### src/rtl/opfwd_pkg.sv
package opfwd_pkg;
   // Bypass source slots; a lower index is closer to decode and wins.
   typedef enum int {
      SRC_EX_ALU   = 0,
      SRC_MEM_LOAD = 1,
      SRC_MEM_ALU  = 2,
      SRC_WB_LOAD  = 3,
      SRC_WB_ALU   = 4
   } fwd_src_e;

   localparam int FWD_SOURCES = 5;
endpackage

### src/rtl/opfwd_match.sv
module opfwd_match #(
   parameter int ID_W = 4
) (
   input  logic [ID_W-1:0] src_id,
   input  logic [ID_W-1:0] dst_id,
   output logic            hit
);
   localparam logic [ID_W-1:0] NO_REG = {ID_W{1'b1}};

   assign hit = (src_id != NO_REG) && (src_id == dst_id);

   always_comb begin
      if (dst_id == NO_REG)
         assert_idle_dst_no_hit_R7: assert (!hit);
   end
endmodule

### src/rtl/opfwd_prio_mux.sv
module opfwd_prio_mux #(
   parameter int WIDTH = 64,
   parameter int N_SRC = 5
) (
   input  logic [N_SRC-1:0]            hits,
   input  logic [N_SRC-1:0][WIDTH-1:0] vals,
   input  logic [WIDTH-1:0]            fallback,
   output logic [WIDTH-1:0]            sel_val
);
   // Scan from oldest to youngest so the lowest matching index is written last.
   always_comb begin
      sel_val = fallback;
      for (int i = N_SRC - 1; i >= 0; i--) begin
         if (hits[i]) sel_val = vals[i];
      end
   end

   always_comb begin
      if (hits == '0)
         assert_no_hit_fallback_R6: assert (sel_val == fallback);
      if (hits[0])
         assert_earliest_wins_R2: assert (sel_val == vals[0]);
   end
endmodule

### src/rtl/opfwd_lane.sv
module opfwd_lane #(
   parameter int WIDTH   = 64,
   parameter int ID_W    = 4,
   parameter int N_SRC   = 5,
   parameter bit HAS_OVR = 1'b0
) (
   input  logic [ID_W-1:0]             src_id,
   input  logic [N_SRC-1:0][ID_W-1:0]  dst_ids,
   input  logic [N_SRC-1:0][WIDTH-1:0] src_vals,
   input  logic [WIDTH-1:0]            rf_val,
   input  logic                        ovr_req,
   input  logic [WIDTH-1:0]            ovr_val,
   output logic [WIDTH-1:0]            operand
);
   localparam logic [ID_W-1:0] NO_REG = {ID_W{1'b1}};

   logic [N_SRC-1:0] hits;
   logic [WIDTH-1:0] fwd_val;

   for (genvar i = 0; i < N_SRC; i++) begin : g_cmp
      opfwd_match #(.ID_W(ID_W)) u_match (
         .src_id (src_id),
         .dst_id (dst_ids[i]),
         .hit    (hits[i])
      );
   end

   opfwd_prio_mux #(.WIDTH(WIDTH), .N_SRC(N_SRC)) u_mux (
      .hits     (hits),
      .vals     (src_vals),
      .fallback (rf_val),
      .sel_val  (fwd_val)
   );

   if (HAS_OVR) begin : g_ovr
      assign operand = ovr_req ? ovr_val : fwd_val;
   end else begin : g_plain
      logic unused_ovr;
      assign unused_ovr = ^{ovr_req, ovr_val};
      assign operand    = fwd_val;
   end

   always_comb begin
      if (src_id == NO_REG && !(HAS_OVR && ovr_req))
         assert_idle_src_rf_R7: assert (operand == rf_val);
   end
endmodule

### src/rtl/operand_bypass_sel.sv
module operand_bypass_sel #(
   parameter int          WIDTH     = 64,
   parameter int          ID_W      = 4,
   parameter logic [3:0]  CALL_CODE = 4'h8,
   parameter logic [3:0]  JUMP_CODE = 4'h7
) (
   input  logic [3:0]       dec_icode,
   input  logic [WIDTH-1:0] dec_next_pc,
   input  logic [ID_W-1:0]  src_a_id,
   input  logic [ID_W-1:0]  src_b_id,
   input  logic [WIDTH-1:0] rf_data_a,
   input  logic [WIDTH-1:0] rf_data_b,
   input  logic [ID_W-1:0]  ex_dst_id,
   input  logic [WIDTH-1:0] ex_alu_val,
   input  logic [ID_W-1:0]  mem_dst_alu_id,
   input  logic [ID_W-1:0]  mem_dst_load_id,
   input  logic [WIDTH-1:0] mem_alu_val,
   input  logic [WIDTH-1:0] mem_load_val,
   input  logic [ID_W-1:0]  wb_dst_alu_id,
   input  logic [ID_W-1:0]  wb_dst_load_id,
   input  logic [WIDTH-1:0] wb_alu_val,
   input  logic [WIDTH-1:0] wb_load_val,
   output logic [WIDTH-1:0] op_a,
   output logic [WIDTH-1:0] op_b
);
   import opfwd_pkg::*;

   localparam int              N_SRC  = FWD_SOURCES;
   localparam logic [ID_W-1:0] NO_REG = {ID_W{1'b1}};

   if (WIDTH < 1) begin : g_bad_width
      $error("operand_bypass_sel: WIDTH must be at least 1");
   end
   if (ID_W < 2) begin : g_bad_idw
      $error("operand_bypass_sel: ID_W must be at least 2");
   end

   logic [N_SRC-1:0][ID_W-1:0]  dst_ids;
   logic [N_SRC-1:0][WIDTH-1:0] dst_vals;
   logic                        pc_ovr;

   always_comb begin
      dst_ids[SRC_EX_ALU]   = ex_dst_id;
      dst_ids[SRC_MEM_LOAD] = mem_dst_load_id;
      dst_ids[SRC_MEM_ALU]  = mem_dst_alu_id;
      dst_ids[SRC_WB_LOAD]  = wb_dst_load_id;
      dst_ids[SRC_WB_ALU]   = wb_dst_alu_id;
      dst_vals[SRC_EX_ALU]   = ex_alu_val;
      dst_vals[SRC_MEM_LOAD] = mem_load_val;
      dst_vals[SRC_MEM_ALU]  = mem_alu_val;
      dst_vals[SRC_WB_LOAD]  = wb_load_val;
      dst_vals[SRC_WB_ALU]   = wb_alu_val;
   end

   assign pc_ovr = (dec_icode == CALL_CODE) || (dec_icode == JUMP_CODE);

   opfwd_lane #(.WIDTH(WIDTH), .ID_W(ID_W), .N_SRC(N_SRC), .HAS_OVR(1'b1)) u_lane_a (
      .src_id   (src_a_id),
      .dst_ids  (dst_ids),
      .src_vals (dst_vals),
      .rf_val   (rf_data_a),
      .ovr_req  (pc_ovr),
      .ovr_val  (dec_next_pc),
      .operand  (op_a)
   );

   opfwd_lane #(.WIDTH(WIDTH), .ID_W(ID_W), .N_SRC(N_SRC), .HAS_OVR(1'b0)) u_lane_b (
      .src_id   (src_b_id),
      .dst_ids  (dst_ids),
      .src_vals (dst_vals),
      .rf_val   (rf_data_b),
      .ovr_req  (1'b0),
      .ovr_val  ({WIDTH{1'b0}}),
      .operand  (op_b)
   );

   always_comb begin
      if (dec_icode == CALL_CODE || dec_icode == JUMP_CODE)
         assert_pc_override_R1: assert (op_a == dec_next_pc);
      if (src_b_id != NO_REG && src_b_id == ex_dst_id)
         assert_b_ex_first_R8: assert (op_b == ex_alu_val);
      if (!pc_ovr && src_a_id != NO_REG && src_a_id == ex_dst_id)
         assert_a_youngest_R10: assert (op_a == ex_alu_val);
   end
endmodule

### config.mk
export PLATFORM = sky130hd
export DESIGN_NAME = operand_bypass_sel
export DESIGN_NICKNAME = d
export VERILOG_FILES = /design/src/rtl/opfwd_pkg.sv /design/src/rtl/opfwd_match.sv /design/src/rtl/opfwd_prio_mux.sv /design/src/rtl/opfwd_lane.sv /design/src/rtl/operand_bypass_sel.sv
export SDC_FILE = /design/constraint.sdc
export NUM_CORES = 1
export LEC_CHECK = 0
export ABC_AREA = 1
export ABC_CLOCK_PERIOD_IN_PS = 1900
export BUFFER_PORTS_ARGS = -buffer_cell sky130_fd_sc_hd__buf_4
export CAP_MARGIN = 20
export CORE_AREA = 2 2 261 263
export DETAILED_ROUTE_END_ITERATION = 8
export DIE_AREA = 0 0 263 265
export GPL_ROUTABILITY_DRIVEN = 0
export SYNTH_ARGS = -nofsm -noshare
export SYNTH_HDL_FRONTEND = slang
export SYNTH_SLANG_ARGS = --single-unit
### constraint.sdc
create_clock -name vclk -period 1.9
set_input_delay 0.38 -clock vclk [all_inputs]
set_output_delay 0.38 -clock vclk [all_outputs]
set_load 0.005 [all_outputs]
# After elaboration in Yosys (flattened, before gate mapping)
# Cells that the tools add are included.
[op_classes]
muxes = 11
n_eq_ne = 14
reduce_logical = 11
[ops]
columns = ["cell", "n"]
rows = [
  ["64-bit 2-to-1 mux", 11],
  ["4-bit equality test", 10],
  ["1-bit logical AND", 10],
  ["4-bit inequality test (second input constant)", 2],
  ["4-bit by 3-bit equality test with 1-bit output (second input constant)", 1],
  ["4-bit equality test (second input constant)", 1],
  ["1-bit logical OR", 1],
]
[totals]
wordCells = 36
reg_bits = 0
inputBits = 544

# Depth between registers and ports, before layout
[depth]
word_depth = 8
mapped_depth = 14
depth_no_buf = 12

# Hierarchy
# A second synthesis with hierarchy kept.
[unflattened]
hier_cells = 2241
area_unflattened_um2 = 9496.6
[by_module_without_submodules]
columns = ["module", "cells_per_inst", "area_each_um2", "instances", "seq_area_each_um2"]
rows = [
  ["opfwd_prio_mux", 902, 3880.0, 2, 0.0],
  ["opfwd_match", 22, 85.1, 10, 0.0],
  ["opfwd_lane (u_lane_a)", 206, 844.6, 1, 0.0],
  ["operand_bypass_sel", 11, 41.3, 1, 0.0],
]

# Least setup slack after synthesis
# No wires, ideal clock.
[synth_path]
path_type = "in2out"
start = "in src_b_id[0]"
end = "out op_b[10]"
stages = 8
path_buffers = 3
arrival_ps = 1610
t_required_ps = 1520
slack_ps = -90
path_cell_list = "buf_2 -> nand2_1 -> nor2_4 -> nor4_2 -> buf_4 -> buf_2 -> a21oi_1 -> a21oi_1"
[synth_via]
elab_chain_len = 7
[synth_rtl]
columns = ["element", "line_no", "rtl"]
rows = [
  ["start: declaration", "operand_bypass_sel.sv:10", "input logic [ID_W-1:0] src_b_id,"],
  ["4-bit inequality test / 4-bit equality test (equally long branches)", "opfwd_match.sv:10", "assign hit = (src_id != NO_REG) && (src_id == dst_id);"],
  ["1-bit logical AND", "opfwd_match.sv:10", ""],
  ["64-bit 2-to-1 mux (4 in series)", "opfwd_prio_mux.sv:14", "if (hits[i]) sel_val = vals[i];"],
  ["64-bit 2-to-1 mux *", "opfwd_prio_mux.sv:14", ""],
  ["end: declaration", "operand_bypass_sel.sv:24", "output logic [WIDTH-1:0] op_b"],
]
# Mark *: on every way between the ends. The rest lies on a longest branch, timed or not.

# Worst setup path in the final report
[layout_path]
start = "in src_b_id[0]"
end = "out op_b[39]"
# Same word-level chain as after synthesis.

==> impl_metrics.env <==
export IMPL_drtAntennaViolNets=0
export IMPL_maxCapViolCount=0
export IMPL_row_count=95
export IMPL_grt_pass1_vias=17626
export IMPL_num_io_pins=672
export IMPL_layout_commonest_cell="buf_4"
export IMPL_fp_dieW_um=263
export IMPL_syn_num_nets=2653
export IMPL_ys_types=27
export IMPL_critical_path_required_ns=1.52
export IMPL_endpoint="op_b[39]"
export IMPL_hpwl_mm=59.2
export IMPL_setup_viol=128
export IMPL_clock_buffers=0
export IMPL_drt_pass1_iter_count=9
export IMPL_syn_avg_cell_area_um2=4.59
export IMPL_synth_area_um2=9690
export IMPL_finalSetupTns_ns=-67.24
export IMPL_synth_top_area_share_pct=21.9
export IMPL_drt_initial_drc_count=1653
export IMPL_total_leakage_power_uw=0.0118
export IMPL_core_area_um2=66800
export IMPL_max_freq_mhz=398
export IMPL_die_area_um2=69700
export IMPL_synth_area_top_cells="nand2_1, nand3_1, a21oi_1"
export IMPL_die_height_um=265
export IMPL_finalCritPeriodShare_pct=132
export IMPL_tightest_slew_ns=0.355
export IMPL_power_density_nw_per_um2=338
export IMPL_worst_slack_ns=-0.615
export IMPL_start_kind="input port"
export IMPL_routed_wl_mm=89.2
export IMPL_nFillCells=7120
export IMPL_io_buffers=672
export IMPL_violations="design-rule violations, negative setup slack"
export IMPL_p_total_uw=7620
export IMPL_final_cell_mix="buf_4, nand2_1, inv_1"
export IMPL_yosysWarnings=0
export IMPL_vdd_drop_max_uv=162
export IMPL_drive_gt1_share_pct=51.2
export IMPL_final_nets=3450
export IMPL_finalHoldViolCount=0
export IMPL_ys_seq_area_share_pct=0
export IMPL_rsz0062_at_grt="true"
export IMPL_grt_pass1_wl_mm=118
export IMPL_flops_and_latches=0
export IMPL_dr_total_vias=18455
export IMPL_hp_class="in -> out"
export IMPL_slew_headroom_pct=76.3
export IMPL_worstPathArrival_ns=2.13
export IMPL_grt_max_degree=61
export IMPL_antenna_found_initial=5
export IMPL_start_util_pct=14.5
export IMPL_netlist_instances=2109
export IMPL_drv_slew=0
export IMPL_dp_slack_ns=-0.706
export IMPL_path_class="in -> out"
export IMPL_postCtsHoldBufs=0
export IMPL_outcome="finished, violations left"
export IMPL_drc_errors=2
export IMPL_crit_path_max_fanout=8
export IMPL_crit_path_start="src_b_id[0]"
export IMPL_critPathCaptureType="output port"
export IMPL_grt_usage_pct=22.5
export IMPL_wire_per_inst_um=23.6
export IMPL_yosys_area_top_type="nand2_1"
export IMPL_grt_overflow=0
export IMPL_viasPerCell=4.88
export IMPL_seqCellArea_um2=0
export IMPL_area_growth_pct=133
export IMPL_period_needed_ns=2.51
==> cells by family (layout without fill, tap and decap cells) <==
logic type / after synthesis / in the layout / synth area share [%]
AOI/OAI and AO/OA: 262 / 262 / 13.6
xor gates and xnor gates: 19 / 19 / 1.72
buffers and inverters: 469 / 1264 / 21.1
other: 0 / 1 / 0
and+or+nand+nor: 1359 / 1359 / 63.6
==> layer usage <==
layer / vias up / track usage [%] / wire length, um
li1: 8433 / - / -
met1: 8494 / 27.2 / 34100
met2: 1253 / 40.0 / 43500
met3: 269 / 3.47 / 7100
met4: 6 / 8.86 / 4480
met5: - / 0 / 32
==> critical path: stages <==
cell,delay (ns)
buf_12,0.12
clkinv_8,0.05
buf_6,0.10
nand2_2,0.04
nand4_1,0.17
nor4_4,0.17
buf_4,0.17
buf_12,0.19
buf_12,0.13
buf_16,0.17
a21oi_4,0.07
a21oi_2,0.18
buf_4,0.15
==> through the flow <==
step	hold WS [ns]	instances	instance area (um^2)	util [%]
global placement	1.02	3648	17400	26.1
global route	1.04	3778	22500	33.7
finish	1.02	3778	22500	33.7
CTS	1.02	3737	20500	30.7
floorplan	0.857	2109	10300	-
detailed placement	1.02	3648	17400	26.1
==> synth_stat cells (3+ instances only) <==
master and n:
xnor2_1 5, or2_1 29, nand4_1 132, or2_2 35, buf_2 130, a21oi_1 259, nand2_1 565, inv_1 275
clkbuf_1 21, nor2_2 3, inv_2 5, buf_4 28, nor4_2 3, buf_1 6, nand3_1 386, xor2_1 14
nor2_1 196
==> worst min path at each step <==
stage,from,endpoint,cells past startpoint
after floorplan,dec_next_pc[0],op_a[0],2
after global placement,dec_next_pc[8],op_a[8],4
after detailed placement,dec_next_pc[15],op_a[15],4
after CTS,dec_next_pc[7],op_a[7],4
after global routing,dec_next_pc[15],op_a[15],4
final,dec_next_pc[20],op_a[20],4
==> area by class of cell <==
cell class / count / area (um^2) / share of cell area (%)
multi-input cells: 1640 / 10200 / 45.4
repair buffers: 983 / 10100 / 44.7
inverters: 280 / 1110 / 4.93
well taps: 873 / 1090 / 4.85
repair inverters: 1 / 30.0 / 0.133
diodes: 1 / 2.50 / 0.0111
==> repair_timing <==
action	CTS	global route
gates resized for setup	353	367
setup endpoints to repair	128	128
gates cloned	36	16
pin swaps	106	172
setup buffers	57	38
==> power breakdown <==
part	switching [uW]	total, uW	internal, uW	leakage (uW)
logic	3870	7620	3750	0.0118
registers	0	0	0	0
clock network	0	0.0000705	0.0000705	0.00000000634
total	3870	7620	3750	0.0118
(Power assumes the default switching activity.)
